[src/rtl/pcicfg_pkg.sv]
package pcicfg_pkg;
  localparam int HOST_AW  = 3;
  localparam int DATA_W   = 32;
  localparam int BE_W     = DATA_W / 8;
  localparam int BUS_W    = 8;
  localparam int DEV_W    = 5;
  localparam int FN_W     = 3;
  localparam int REG_W    = 6;
  localparam int ENA_BIT  = DATA_W - 1;
  localparam int REG_LSB  = 2;
  localparam int FN_LSB   = REG_LSB + REG_W;
  localparam int DEV_LSB  = FN_LSB + FN_W;
  localparam int BUS_LSB  = DEV_LSB + DEV_W;
  localparam int PORT_SEL = 2;

  typedef struct packed {
    logic latchAddr;
    logic readAddr;
    logic launch;
    logic complete;
  } strobe_t;
endpackage

[src/rtl/pcicfg_ctrl.sv]
module pcicfg_ctrl
  import pcicfg_pkg::*;
(
  input  logic               clk,
  input  logic               rstN,
  input  logic               hostValid,
  input  logic               hostWrite,
  input  logic [HOST_AW-1:0] hostAddr,
  input  logic [1:0]         hostSize,
  input  logic               cfgRspValid,
  output strobe_t            stb,
  output logic               hostReady,
  output logic               hostRspValid,
  output logic               cfgReqValid
);
  typedef enum logic {ST_IDLE, ST_WAIT} state_e;
  state_e state;

  logic accept;
  logic dataPort;
  logic wordAligned;

  assign hostReady   = (state == ST_IDLE);
  assign accept      = hostValid && hostReady;
  assign dataPort    = hostAddr[PORT_SEL];
  assign wordAligned = (hostAddr[PORT_SEL-1:0] == '0) && hostSize[1];

  always_comb begin
    stb.latchAddr = accept && hostWrite && !dataPort && wordAligned;
    stb.readAddr  = accept && !hostWrite && !dataPort;
    stb.launch    = accept && dataPort;
    stb.complete  = (state == ST_WAIT) && cfgRspValid;
  end

  always_ff @(posedge clk or negedge rstN) begin
    if (!rstN) begin
      state        <= ST_IDLE;
      hostRspValid <= 1'b0;
      cfgReqValid  <= 1'b0;
    end else begin
      hostRspValid <= (accept && !dataPort) || stb.complete;
      if (stb.launch) begin
        state       <= ST_WAIT;
        cfgReqValid <= 1'b1;
      end else if (stb.complete) begin
        state       <= ST_IDLE;
        cfgReqValid <= 1'b0;
      end
    end
  end


  req_hold_chk: assert property (@(posedge clk) disable iff (!rstN)
    cfgReqValid && !cfgRspValid |=> cfgReqValid);


  busy_after_launch_chk: assert property (@(posedge clk) disable iff (!rstN)
    hostValid && hostReady && dataPort |=> !hostReady);


  addr_rsp_timing_chk: assert property (@(posedge clk) disable iff (!rstN)
    hostValid && hostReady && !dataPort |=> hostRspValid);
endmodule

[src/rtl/pcicfg_dp.sv]
module pcicfg_dp
  import pcicfg_pkg::*;
(
  input  logic               clk,
  input  logic               rstN,
  input  strobe_t            stb,
  input  logic               hostWrite,
  input  logic [HOST_AW-1:0] hostAddr,
  input  logic [1:0]         hostSize,
  input  logic [DATA_W-1:0]  hostWdata,
  input  logic [DATA_W-1:0]  cfgRspData,
  output logic [DATA_W-1:0]  hostRdata,
  output logic               cfgWrite,
  output logic [BUS_W-1:0]   cfgBus,
  output logic [DEV_W-1:0]   cfgDev,
  output logic [FN_W-1:0]    cfgFunc,
  output logic [REG_W-1:0]   cfgReg,
  output logic [BE_W-1:0]    cfgByteEn,
  output logic [DATA_W-1:0]  cfgWdata
);
  logic [DATA_W-1:0]  addrReg;
  logic [DATA_W-1:0]  cleanVal;
  logic [BE_W-1:0]    baseMask;
  logic [2*BE_W-1:0]  shiftedMask;

  always_comb begin
    cleanVal = hostWdata;
    cleanVal[REG_LSB-1:0] = '0;
    cleanVal[ENA_BIT] = 1'b1;
  end

  always_comb begin
    case (hostSize)
      2'd0:    baseMask = BE_W'(1);
      2'd1:    baseMask = BE_W'(3);
      default: baseMask = '1;
    endcase
    shiftedMask = {{BE_W{1'b0}}, baseMask} << hostAddr[PORT_SEL-1:0];
  end

  always_ff @(posedge clk or negedge rstN) begin
    if (!rstN) begin
      addrReg <= '0;
    end else if (stb.latchAddr) begin
      addrReg <= cleanVal;
    end
  end

  always_ff @(posedge clk or negedge rstN) begin
    if (!rstN) begin
      hostRdata <= '0;
    end else if (stb.readAddr) begin
      hostRdata <= addrReg;
    end else if (stb.complete && !cfgWrite) begin
      hostRdata <= cfgRspData;
    end else begin
      hostRdata <= '0;
    end
  end

  always_ff @(posedge clk or negedge rstN) begin
    if (!rstN) begin
      cfgWrite  <= 1'b0;
      cfgBus    <= '0;
      cfgDev    <= '0;
      cfgFunc   <= '0;
      cfgReg    <= '0;
      cfgByteEn <= '0;
      cfgWdata  <= '0;
    end else if (stb.launch) begin
      cfgWrite  <= hostWrite;
      cfgBus    <= addrReg[BUS_LSB +: BUS_W];
      cfgDev    <= addrReg[DEV_LSB +: DEV_W];
      cfgFunc   <= addrReg[FN_LSB +: FN_W];
      cfgReg    <= addrReg[REG_LSB +: REG_W];
      cfgByteEn <= shiftedMask[BE_W-1:0];
      cfgWdata  <= hostWdata;
    end
  end


  addr_stable_chk: assert property (@(posedge clk) disable iff (!rstN)
    !stb.latchAddr |=> $stable(addrReg));


  addr_shape_chk: assert property (@(posedge clk) disable iff (!rstN)
    (addrReg != '0) |-> (addrReg[ENA_BIT] && addrReg[REG_LSB-1:0] == '0));


  be_nonempty_chk: assert property (@(posedge clk) disable iff (!rstN)
    stb.launch |=> $countones(cfgByteEn) >= 1);
endmodule

[src/rtl/pci_cfg_port.sv]
module pci_cfg_port
  import pcicfg_pkg::*;
(
  input  logic               clk,
  input  logic               rstN,
  input  logic               hostValid,
  input  logic               hostWrite,
  input  logic [HOST_AW-1:0] hostAddr,
  input  logic [1:0]         hostSize,
  input  logic [DATA_W-1:0]  hostWdata,
  output logic               hostReady,
  output logic               hostRspValid,
  output logic [DATA_W-1:0]  hostRdata,
  output logic               cfgReqValid,
  output logic               cfgWrite,
  output logic [BUS_W-1:0]   cfgBus,
  output logic [DEV_W-1:0]   cfgDev,
  output logic [FN_W-1:0]    cfgFunc,
  output logic [REG_W-1:0]   cfgReg,
  output logic [BE_W-1:0]    cfgByteEn,
  output logic [DATA_W-1:0]  cfgWdata,
  input  logic               cfgRspValid,
  input  logic [DATA_W-1:0]  cfgRspData
);
  strobe_t stb;

  pcicfg_ctrl ctrl_i (
    .clk         (clk),
    .rstN        (rstN),
    .hostValid   (hostValid),
    .hostWrite   (hostWrite),
    .hostAddr    (hostAddr),
    .hostSize    (hostSize),
    .cfgRspValid (cfgRspValid),
    .stb         (stb),
    .hostReady   (hostReady),
    .hostRspValid(hostRspValid),
    .cfgReqValid (cfgReqValid)
  );

  pcicfg_dp dp_i (
    .clk       (clk),
    .rstN      (rstN),
    .stb       (stb),
    .hostWrite (hostWrite),
    .hostAddr  (hostAddr),
    .hostSize  (hostSize),
    .hostWdata (hostWdata),
    .cfgRspData(cfgRspData),
    .hostRdata (hostRdata),
    .cfgWrite  (cfgWrite),
    .cfgBus    (cfgBus),
    .cfgDev    (cfgDev),
    .cfgFunc   (cfgFunc),
    .cfgReg    (cfgReg),
    .cfgByteEn (cfgByteEn),
    .cfgWdata  (cfgWdata)
  );
endmodule

[config.mk]
export PLATFORM = sky130hd
export DESIGN_NAME = pci_cfg_port
export DESIGN_NICKNAME = d
export VERILOG_FILES = /design/src/rtl/pcicfg_pkg.sv /design/src/rtl/pcicfg_ctrl.sv /design/src/rtl/pcicfg_dp.sv /design/src/rtl/pci_cfg_port.sv
export SDC_FILE = /design/constraint.sdc
export NUM_CORES = 1
export LEC_CHECK = 0
export ABC_AREA = 1
export CORE_AREA = 2 2 82 142
export DETAILED_ROUTE_END_ITERATION = 7
export DIE_AREA = 0 0 84 144
export GPL_ROUTABILITY_DRIVEN = 0
export GPL_TIMING_DRIVEN = 0
export PLACE_DENSITY = 0.78
export SYNTH_ARGS = -nofsm -noshare
export SYNTH_HDL_FRONTEND = slang
export SYNTH_SLANG_ARGS = --single-unit
[constraint.sdc]
create_clock -name clk -period 1.5 [get_ports clk]
set_clock_uncertainty 0.1 [all_clocks]
set_input_delay 0.3 -clock clk [delete_from_list [all_inputs] [get_ports clk]]
set_output_delay 0.3 -clock clk [all_outputs]
set_load 0.1 [all_outputs]
Word level (Yosys, flattened, before mapping)
Cells that the tools add are included.
{ "word_totals": {"out_inout_bits": 94, "inputBits": 74, "register_bits": 123, "elab_cells": 37} }
{ "classes": {"eq_ne": 1, "muxes": 5, "bitwise_logic": 1, "n_shift": 1, "reduce_logical": 18} }
{ "op_table": {"columns": ["op", "count"], "rows": [
  ["two-way mux 32 bit", 2],
  ["logical AND 1 bit", 11],
  ["case mux 4 bit (2 select lines)", 1],
  ["logical NOT 2 bit", 2],
  ["left shift 4 x 2 -> 4 bit", 1],
  ["logical NOT 1 bit", 3],
  ["== test 2 x 1 -> 1 bit, second input constant", 1],
  ["two-way mux 1 bit", 2],
  ["nonzero test 2 bit", 1],
  ["logical OR 1 bit", 1],
  ["NOT 1 bit", 1]
]} }

Depth between registers and ports, before layout
Gate-level depths: netlist of run 1.
{ "depth": {"ltp_word": 5, "mapped_depth": 7, "mapped_depth_nobuf": 6} }

Hierarchy
A second synthesis of run 1 with hierarchy kept.
{ "hier_totals": {"cells_unflattened": 522, "area_unflattened_um2": 4695.8} }
{ "by_module_without_submodules": {"columns": ["mod", "cells_per_inst", "seq_area_each_um2", "n_inst", "area_each_um2"], "rows": [
  ["pcicfg_dp", 505, 3027.9, 1, 4578.1],
  ["pcicfg_ctrl", 17, 50.0, 1, 117.6]
]} }

Least setup slack after synthesis of run 1
OpenSTA, ideal clock, no wires.
{ "synth_timing": {"path_type": "register to register", "startpoint": "register ctrl_i.cfgReqValid (netlist name)", "endpoint": "register dp_i.hostRdata[21]", "setup_time_ns": 0.117, "arrival_ns": 2.317, "synth_period_minus_slack_ns": 2.534, "required_ns": 1.283, "path_stages_with_launch": 8, "slack_ns": -1.034, "n_path_buf": 2, "path_cell_list": "dfrtp_1 > clkinv_2 > nand2_1 > nor2_4 > buf_6 > buf_4 > nand3_1 > nand2_1"} }
{ "synth_rtl": {"columns": ["item", "line", "source"], "rows": [
  ["to (signal assigned)", "pcicfg_dp.sv:53", "hostRdata <= addrReg;"],
  ["to (signal assigned)", "pcicfg_dp.sv:55", "hostRdata <= cfgRspData;"],
  ["to (decl)", "pcicfg_dp.sv:12", "output logic [DATA_W-1:0] hostRdata,"]
]} }

==> results of run 1 <==
cells in the mapped netlist (all sizes together):
| master | number |
|---|---|
| buf | 25 |
| clkbuf | 5 |
| clkinv | 1 |
| dfrtp | 123 |
| inv | 10 |
| nand2 | 297 |
| nand3 | 64 |
| nor2 | 5 |
| nor3 | 1 |
| o21ai | 3 |
| o22ai | 1 |
per-layer routing:
metal,global-route usage (%),share of wire (%),up-vias
met3,5.99,5.4,32
met1,24.8,35,2044
met2,42.4,56,138
met4,10.5,3.1,0
li1,-,-,2059
met5,0,0,-
sequential cells by signal, indices dropped and copies added, names as in the netlist:
| register | flops |
|---|---|
| dp_i.cfgReg | 6 |
| dp_i.hostRdata | 32 |
| dp_i.addrReg | 30 |
| ctrl_i.hostRspValid | 1 |
| dp_i.cfgWdata | 32 |
| dp_i.cfgFunc | 3 |
| dp_i.cfgWrite | 1 |
| dp_i.cfgDev | 5 |
| dp_i.cfgBus | 8 |
| ctrl_i.cfgReqValid | 1 |
| dp_i.cfgByteEn | 4 |
power groups by stage:
stage / logic [mW] / registers [mW] / clock network [mW]
floorplan: 0.588 / 6.83 / 0
global placement: 4.50 / 4.17 / 0
detailed placement: 4.56 / 4.19 / 0
CTS: 4.47 / 4.15 / 4.10
global route: 4.75 / 4.26 / 4.27
finish: 4.57 / 4.20 / 4.06
cell usage in the layout (no fill, tap or decap), types with 2 or more instances in the layout:
master,n
o21ai_0,3
clkbuf_1,4
clkdlybuf4s50_1,72
nand2_1,267
buf_12,3
nor2_4,2
nand2_2,23
buf_8,5
nand3_2,2
buf_1,3
buf_6,24
clkinv_2,4
nand3_1,61
nand2_4,6
clkbuf_16,19
clkbuf_2,4
clkbuf_8,2
buf_2,5
inv_1,8
buf_4,83
bufinv_16,3
dfrtp_1,121
nor2_1,3
clkbuf_4,2
timing repair:
item                                   in CTS  in global routing
setup endpoints to repair                 139                 83
gates cloned                                1                  2
resized for setup                         572                 84
hold buffers                                1                  0
buffers inserted                            1                  3
endpoints found under the hold margin      54                  0
pin swaps                                   1                  5
layout make-up:
| class | count | share of cell area (%) |
|---|---|---|
| Inverter | 11 | 0.756 |
| Tap cell | 132 | 2.22 |
| Multi-Input combinational cell | 371 | 22.1 |
| Sequential cell | 123 | 41.4 |
| Buffer | 29 | 3.44 |
| Clock inverter | 8 | 1.58 |
| Timing Repair Buffer | 176 | 22.2 |
| Clock buffer | 23 | 6.28 |
cells by family (layout without fill, tap and decap cells):
kind of cell | count (synthesis) | after routing | share of synthesized area, %
AND/OR/NAND/NOR | 367 | 367 | 30.8
flip-flops | 123 | 123 | 64.2
buffers and inverters | 41 | 247 | 4.62
AO/OA/AOI/OAI | 4 | 4 | 0.443
worst register-to-register path, delay by kind of cell (launching register included):
| family | cells | cell delay [ps] |
|---|---|---|
| buf+inv | 3 | 410 |
| flops | 1 | 510 |
| simple gates | 5 | 400 |
final timing paths:
kind / cells after the start / to / start / slack (ps)
setup / recovery: 2 / hostReady / ctrl_i.cfgReqValid / -80
hold / removal: 2 / dp_i.hostRdata[26] / rstN / 290
setup reg to reg: 8 / dp_i.addrReg[19] / ctrl_i.cfgReqValid / -30
hold reg to reg: 2 / dp_i.cfgWdata[5] / dp_i.cfgWdata[5] / 380
max in group asynchronous: 3 / ctrl_i.cfgReqValid / rstN / 280
min in group clk: 3 / dp_i.hostRdata[0] / cfgRspData[0] / 310
stage by stage:
step           worst slack [ps]  instances
6_report                  -77.7        873
5_1_grt                    -106        873
4_1_cts                    -128        869
3_5_place_dp               -587        835
3_3_place_gp              -5290        834
2_1_floorplan             -99.3        535
==> metrics.md, run 1 <==
| Metric | Value |
|---|---|
| Status | finished with violations |
| Violated checks | setup timing |
| P_leak | 3.99 nW |
| Sequential fraction of the synthesis area | 64.2% |
| CTS Buf Count | 17 |
| DIE AREA | 0.0121 sq mm |
| Area Overhead vs Synth | 55.2% |
| Yosys reg bits | 123 |
| Syn_nets | a little over 600 |
| WP buf/inv | 2 |
| Nets | around 800 |
| P per Cell Area | 1720 mW/mm^2 |
| Hold WC Path Type | input pin to async pin |
| Via/cell ratio | 4.89 |
| Cell Rows | just over 50 |
| Max incr delay on CP | just over 500 ps |
| Iteration count of the initial detailed-routing pass | 4 |
| Iter 0 DRT Violations | 301 |
| Total grt overflow | 0 |
| Fraction of layout cells with a size suffix above 1 | 26.6% |
| Clock share of power | approximately a third |
| Setup TNS | -254 ps |
| Post-DP HPWL | 9.97 mm |
| Setup crit end kind | primary output |
| Yosys cell types | 17 |
| Worst setup margin | -77.7 ps |
| # diodes | 0 |
| Tmin final | 1580 ps |
| Final Instance Area | about 0.0074 sq mm |
| Mapped Area | 0.00480 sq mm |
| Worst hold slack | 289 ps |
| First-pass GRT wire length | 21.6 mm |
| Final wirelength | 13.9 mm |
| Area share of the largest cell type after synthesis | 64.2% |
| CP top delay family | flip-flops |
| Final hold viol count | 0 |
| Max VDD drop | between 0.001 and 0.0015 V |
| Flop pwr share | ~33% |
| Syn Inst Count | 535 |
| RSZ-0062 raised after global routing | true |
| Crit path kind | register to primary output |
| Filler cells | 884 |
| Final number of setup-violating endpoints | 12 |
| Die height | 144 microns |
| Worst EP required | 1100 ps |
| Slew Viols, Final | 0 |
| Slowest CP cell | dfrtp_4 |
| Clock Pin Slew Worst Setup and Hold Paths | 50 ps |
| Worst path cell trace | clkinv_8 > buf_12 |
| CTS max path bufs | 2 |
| Area of the multi-input gates | around 0.0016 sq mm |
| Final period utilization | 105% |
| Largest net degree at the start of global routing | 70 |
| Sw Share | a little over 40% |
| Yosys top cell by area | dfrtp_1 |
| I/O pins | 168 |
| Clock sinks | 123 |
| GR Util All Layers | a little under a quarter |
| Total Power | approximately 13 mW |
| Fin util | between 60 and 70% |
| Die Wd | 84 microns |
| Fmax | between 600 and 700 MHz |
| Critical path peak fanout | 6 |
| ANT nets after route | 0 |
| Max_slew headroom | 66.0% |
| Ys Warns | 0 |
| Post-DP Area | approximately 0.0067 sq mm |
| FF/Latch Area | 0.00308 sq mm |
| WL per Instance | 15.9 microns |
| PortBufs | 167 |
| Power share of the combinational group | 35.6% |
| Max cap viols | 0 |
| H-Tree Depth | 4 |
| Antenna violations before repair | 0 |
| Via count | 4,273 |
| Starting Density | 43.5% |
| Psw | 5.30 mW |
| Top post-synthesis cells by area | dfrtp_1 64%, nand2_1 23%, nand3_1 6.6% |
| Critical Path Start Type | register |
| DRC | 0 |
| Worst-skew pair later-pin latency | 410 ps |
| Tightest Pin Transition | 510 ps |
| Critical Path AT | 1180 ps |
| CTS root buf | clkbuf_16 |
| Int Power | 7.54 mW |
| CTS tree | built |
| Vias in the first global route | 4,358 |
| Syn Area/Cell | 8.97 sq um |
| Core area | 0.0110 sq mm |
Power figures use the tool's default switching activity.
==> run 2, diff against run 1 <==
--- a/config.mk
+++ b/config.mk
@@ -5,13 +5,13 @@
 export SDC_FILE = /design/constraint.sdc
 export NUM_CORES = 1
 export LEC_CHECK = 0
-export ABC_AREA = 1
-export CORE_AREA = 2 2 82 142
+export ABC_AREA = 0
+export CORE_AREA = 2 2 85 148
 export DETAILED_ROUTE_END_ITERATION = 7
-export DIE_AREA = 0 0 84 144
+export DIE_AREA = 0 0 87 150
 export GPL_ROUTABILITY_DRIVEN = 0
 export GPL_TIMING_DRIVEN = 0
-export PLACE_DENSITY = 0.78
+export PLACE_DENSITY = 0.71
 export SYNTH_ARGS = -nofsm -noshare
 export SYNTH_HDL_FRONTEND = slang
 export SYNTH_SLANG_ARGS = --single-unit
==> run 2 against run 1 <==
Net effect:
- the run still ends with setup timing left
- sequential power is 1% higher
- die area grew 7.9%
- global-route usage is 3.7 points lower
- combinational power is 16% higher
- wire length fell by 11%
- core utilization decreased by 5.6 points
- count of clock-buffer cells in the layout fell by 4
- synthesized cell count fell by 48%
- via count fell by 26%
- largest power group unchanged
- highest routed layer unchanged
==> metrics.md, run 2 <==
| Metric | Value |
|---|---|
| Status | finished with violations |
| Violated checks | setup timing |
| Clock Pin Slew Worst Setup and Hold Paths | 60 ps (about the same) |
| CTS max path bufs | 2 (unchanged) |
| Yosys top cell by area | dfrtp_1 |
| Die height | 150 microns (+4.2%) |
| Ys async rst share | 100% (unchanged) |
| Max cap viols | 0 (unchanged) |
| Max VDD drop | 0.000891 V (-15%) |
| Sequential fraction of the synthesis area | 66.6% (+2.4 points) |
| Yosys reg bits | 123 (unchanged) |
| Area Overhead vs Synth | 59.0% |
| CTS root buf | clkbuf_16 |
| Final Instance Area | 0.00735 sq mm (-1.3%) |
| Nets | 560 (-30%) |
| Die Wd | 87 microns (+3.6%) |
| Most common cell in the netlist | dfrtp_1 |
| Worst setup margin | -558 ps (-481 ps) |
| Tightest Pin Transition | 419 ps (-90.8 ps) |
| DIE AREA | 0.0131 sq mm (+7.9%) |
| Total grt overflow | 0 (unchanged) |
| Placed insts | 583 (-30%) |
| Post-synth top cells | 123 x dfrtp_1, 55 x mux2_2, 30 x a22o_1 |
| Crit Reg-Reg Endpoint | dp_i.addrReg[21] |
| DRC | 0 (unchanged) |
| Tmin final | 2060 ps (+481 ps) |
| Top post-synthesis cells by area | dfrtp_1 67%, mux2_2 13%, mux2_4 9.4% |
| P_leak | 3.64 nW (-8.9%) |
| Worst-skew pair later-pin latency | 400 ps (about the same) |
| Final period utilization | 137% (+32 points) |
| Fmax | 486 MHz (-23%) |
| First-pass GRT wire length | 18.6 mm (-14%) |
| Max_slew headroom | 72.0% (+6.1 points) |
| Iteration count of the initial detailed-routing pass | 4 (unchanged) |
| Via count | 3,157 (-26%) |
| Vias in the first global route | 3,398 (-22%) |
| Final number of setup-violating endpoints | 112 (+100) |
| Core area | 0.0119 sq mm (+7.5%) |
| Main flop type after synthesis | dfrtp_1 |
| Worst reg2reg path depth | 4 (-4) |
| GR Util All Layers | 19.4% (-3.7 points) |
| Largest net degree at the start of global routing | 83 (+19%) |
| Starting Density | 38.9% (-4.5 points) |
| ANT nets after route | 0 (unchanged) |
| RSZ-0062 raised after global routing | true |
| P per Cell Area | 1840 mW/mm^2 (+6.6%) |
| Area share of the largest cell type after synthesis | 66.6% (+2.4 points) |
| Final Non-Filler Cells | 636 (-27%) |
| Slew Viols, Final | 0 (unchanged) |
| Syn Area/Cell | 16.6 sq um (+85%) |
| Setup crit end kind | register |
| Cell Rows | 53 (+3.9%) |
| DP Worst Slack | -938 ps (-350 ps) |
| Critical Path Start Type | register |
| Final hold viol count | 0 (unchanged) |
| Reg2Reg Launch Point | ctrl_i.cfgReqValid |
| Worst Setup SP | ctrl_i.cfgReqValid |
| Yosys cell types | 20 (+3) |
| EDFF count, synth | 0 (unchanged) |
| Syn_nets | 352 (-42%) |
| Hold WC Path Type | input pin to async pin |
| Syn Inst Count | 278 (-48%) |
| Critical Path AT | 2240 ps (+1060 ps) |
| Clock sinks | 123 (unchanged) |
| Most common cell after layout, fill and taps aside | dfrtp_1 |
| Critical path peak fanout | 10 (+4) |
| R2R Setup Slk | -560 ps (-530 ps) |
| Fin util | 61.9% (-5.6 points) |
| CTS tree | built |
| Worst EP required | 1680 ps (+580 ps) |
| I/O pins | 168 (unchanged) |
| Post-DP Area | 0.00665 sq mm (-1.1%) |
| Antenna violations before repair | 0 (unchanged) |
| CTS Buf Count | 17 (unchanged) |
| Fraction of layout cells with a size suffix above 1 | 51.5% (+25 points) |
| PortBufs | 167 (unchanged) |
| Critical Path End | dp_i.addrReg[21] |
| Mapped Area | 0.00462 sq mm (-3.7%) |
| H-Tree Depth | 4 (unchanged) |
| Largest registers | dp_i.cfgWdata (32), dp_i.hostRdata (32), dp_i.addrReg (30) |
| # diodes | 0 (unchanged) |
| Ys Warns | 0 (unchanged) |
| Via/cell ratio | 4.96 (+1.4%) |
| Post-DP HPWL | 8.30 mm (-17%) |
| Iter 0 DRT Violations | 133 (-56%) |
| Commonest cells after routing, fill and taps aside | 121 x dfrtp_1, 96 x buf_4, 72 x clkdlybuf4s50_1 |
| Final wirelength | 12.4 mm (-11%) |
| WL per Instance | 19.4 microns (+23%) |
| Crit path kind | register to register |
[run 2: cell count changes in the layout (fill, tap and decap cells not counted), moves of 4 or more]
cell / change
mux2_4: +29
buf_4: +13
mux2_2: +55
buf_6: -13
nand2_4: -5
buf_8: +5
clkinv_4: +5
nand2_2: -23
nand2_1: -262
a22o_1: +30
buf_2: -4
inv_1: -8
clkbuf_16: +4
nand3_1: -61
[run 2: critical path, stage by stage, from the launching register on]
cell	delay (ps)
dfrtp_4	480
or3b_4	380
or4_4	480
buf_8	190
mux2_4	300
[run 2: how the worst min path moves through the flow]
| stage | cells after the start | start | end |
|---|---|---|---|
| 6_report | 2 | rstN | dp_i.hostRdata[17] |
| 5_1_grt | 2 | rstN | dp_i.hostRdata[17] |
| 4_1_cts | 2 | rstN | dp_i.hostRdata[17] |
| 3_5_place_dp | 1 | rstN | dp_i.hostRdata[17] |
| 3_3_place_gp | 1 | dp_i.addrReg[31] | dp_i.addrReg[31] |
| 2_1_floorplan | 0 | rstN | ctrl_i.hostRspValid |
[run 2: final cells by class]
cell class / instances / area, sq um
clock buffers: 19 / 443
flip-flops and latches: 123 / 3080
repair buffers: 189 / 1740
multi-input cells: 138 / 1490
inverters: 1 / 6.26
well taps: 137 / 171
fillers: 922 / 4520
plain buffers: 16 / 267
clock inverters: 13 / 145
[run 2: layer usage]
layer  GRT usage, %  vias to the layer above  share of wire [%]
met5              0                        -                  0
met4           10.0                        0                3.5
met3           4.41                       25                4.1
met2           34.9                      105                 58
met1           20.6                     1600                 35
li1               -                     1427                  -
[run 2: what timing repair did]
item                       CTS  global route
hold endpoints to repair    41             0
cloned                       7             2
pin swaps                    4            16
gates resized for setup    586            25
hold buffers                 1             0
setup endpoints to repair  205           120
buffers inserted             6             5
[run 2: report_power, final]
group          internal [mW]  leakage (nW)  switching, mW
Clock                   2.50         0.280           1.48
Combinational           1.40          1.78           3.88
Sequential              3.90          1.58          0.342
Total                   7.80          3.64           5.70
[run 2: kinds of logic (layout without fill, tap and decap cells)]
family / after synthesis / after routing / synth area share (%)
AND/OR/NAND/NOR: 16 / 16 / 1.84
flip-flops: 123 / 123 / 66.6
AO/OA/AOI/OAI: 38 / 38 / 6.88
multiplexers: 84 / 84 / 22.8
buffers and inverters: 17 / 238 / 1.87
[run 2: metrics by stage]
| step | hold WS, ps | power [mW] | TNS (ps) |
|---|---|---|---|
| after detailed placement | 141 | 9.59 | -95450 |
| after CTS | 274 | 13.5 | -25310 |
| after global routing | 338 | 14.0 | -32530 |
| after global placement | 349 | 9.52 | -664760 |
| after floorplan | -95.6 | 8.13 | -35140 |
| final | 309 | 13.5 | -28730 |
==> run 3, diff against run 2 <==
--- a/config.mk
+++ b/config.mk
@@ -7,6 +7,7 @@
 export LEC_CHECK = 0
 export ABC_AREA = 0
 export CORE_AREA = 2 2 85 148
+export CTS_CLUSTER_SIZE = 14
 export DETAILED_ROUTE_END_ITERATION = 7
 export DIE_AREA = 0 0 87 150
 export GPL_ROUTABILITY_DRIVEN = 0
==> results of run 3 <==
The final DEF is identical to that of run 2; final timing and power are the same.
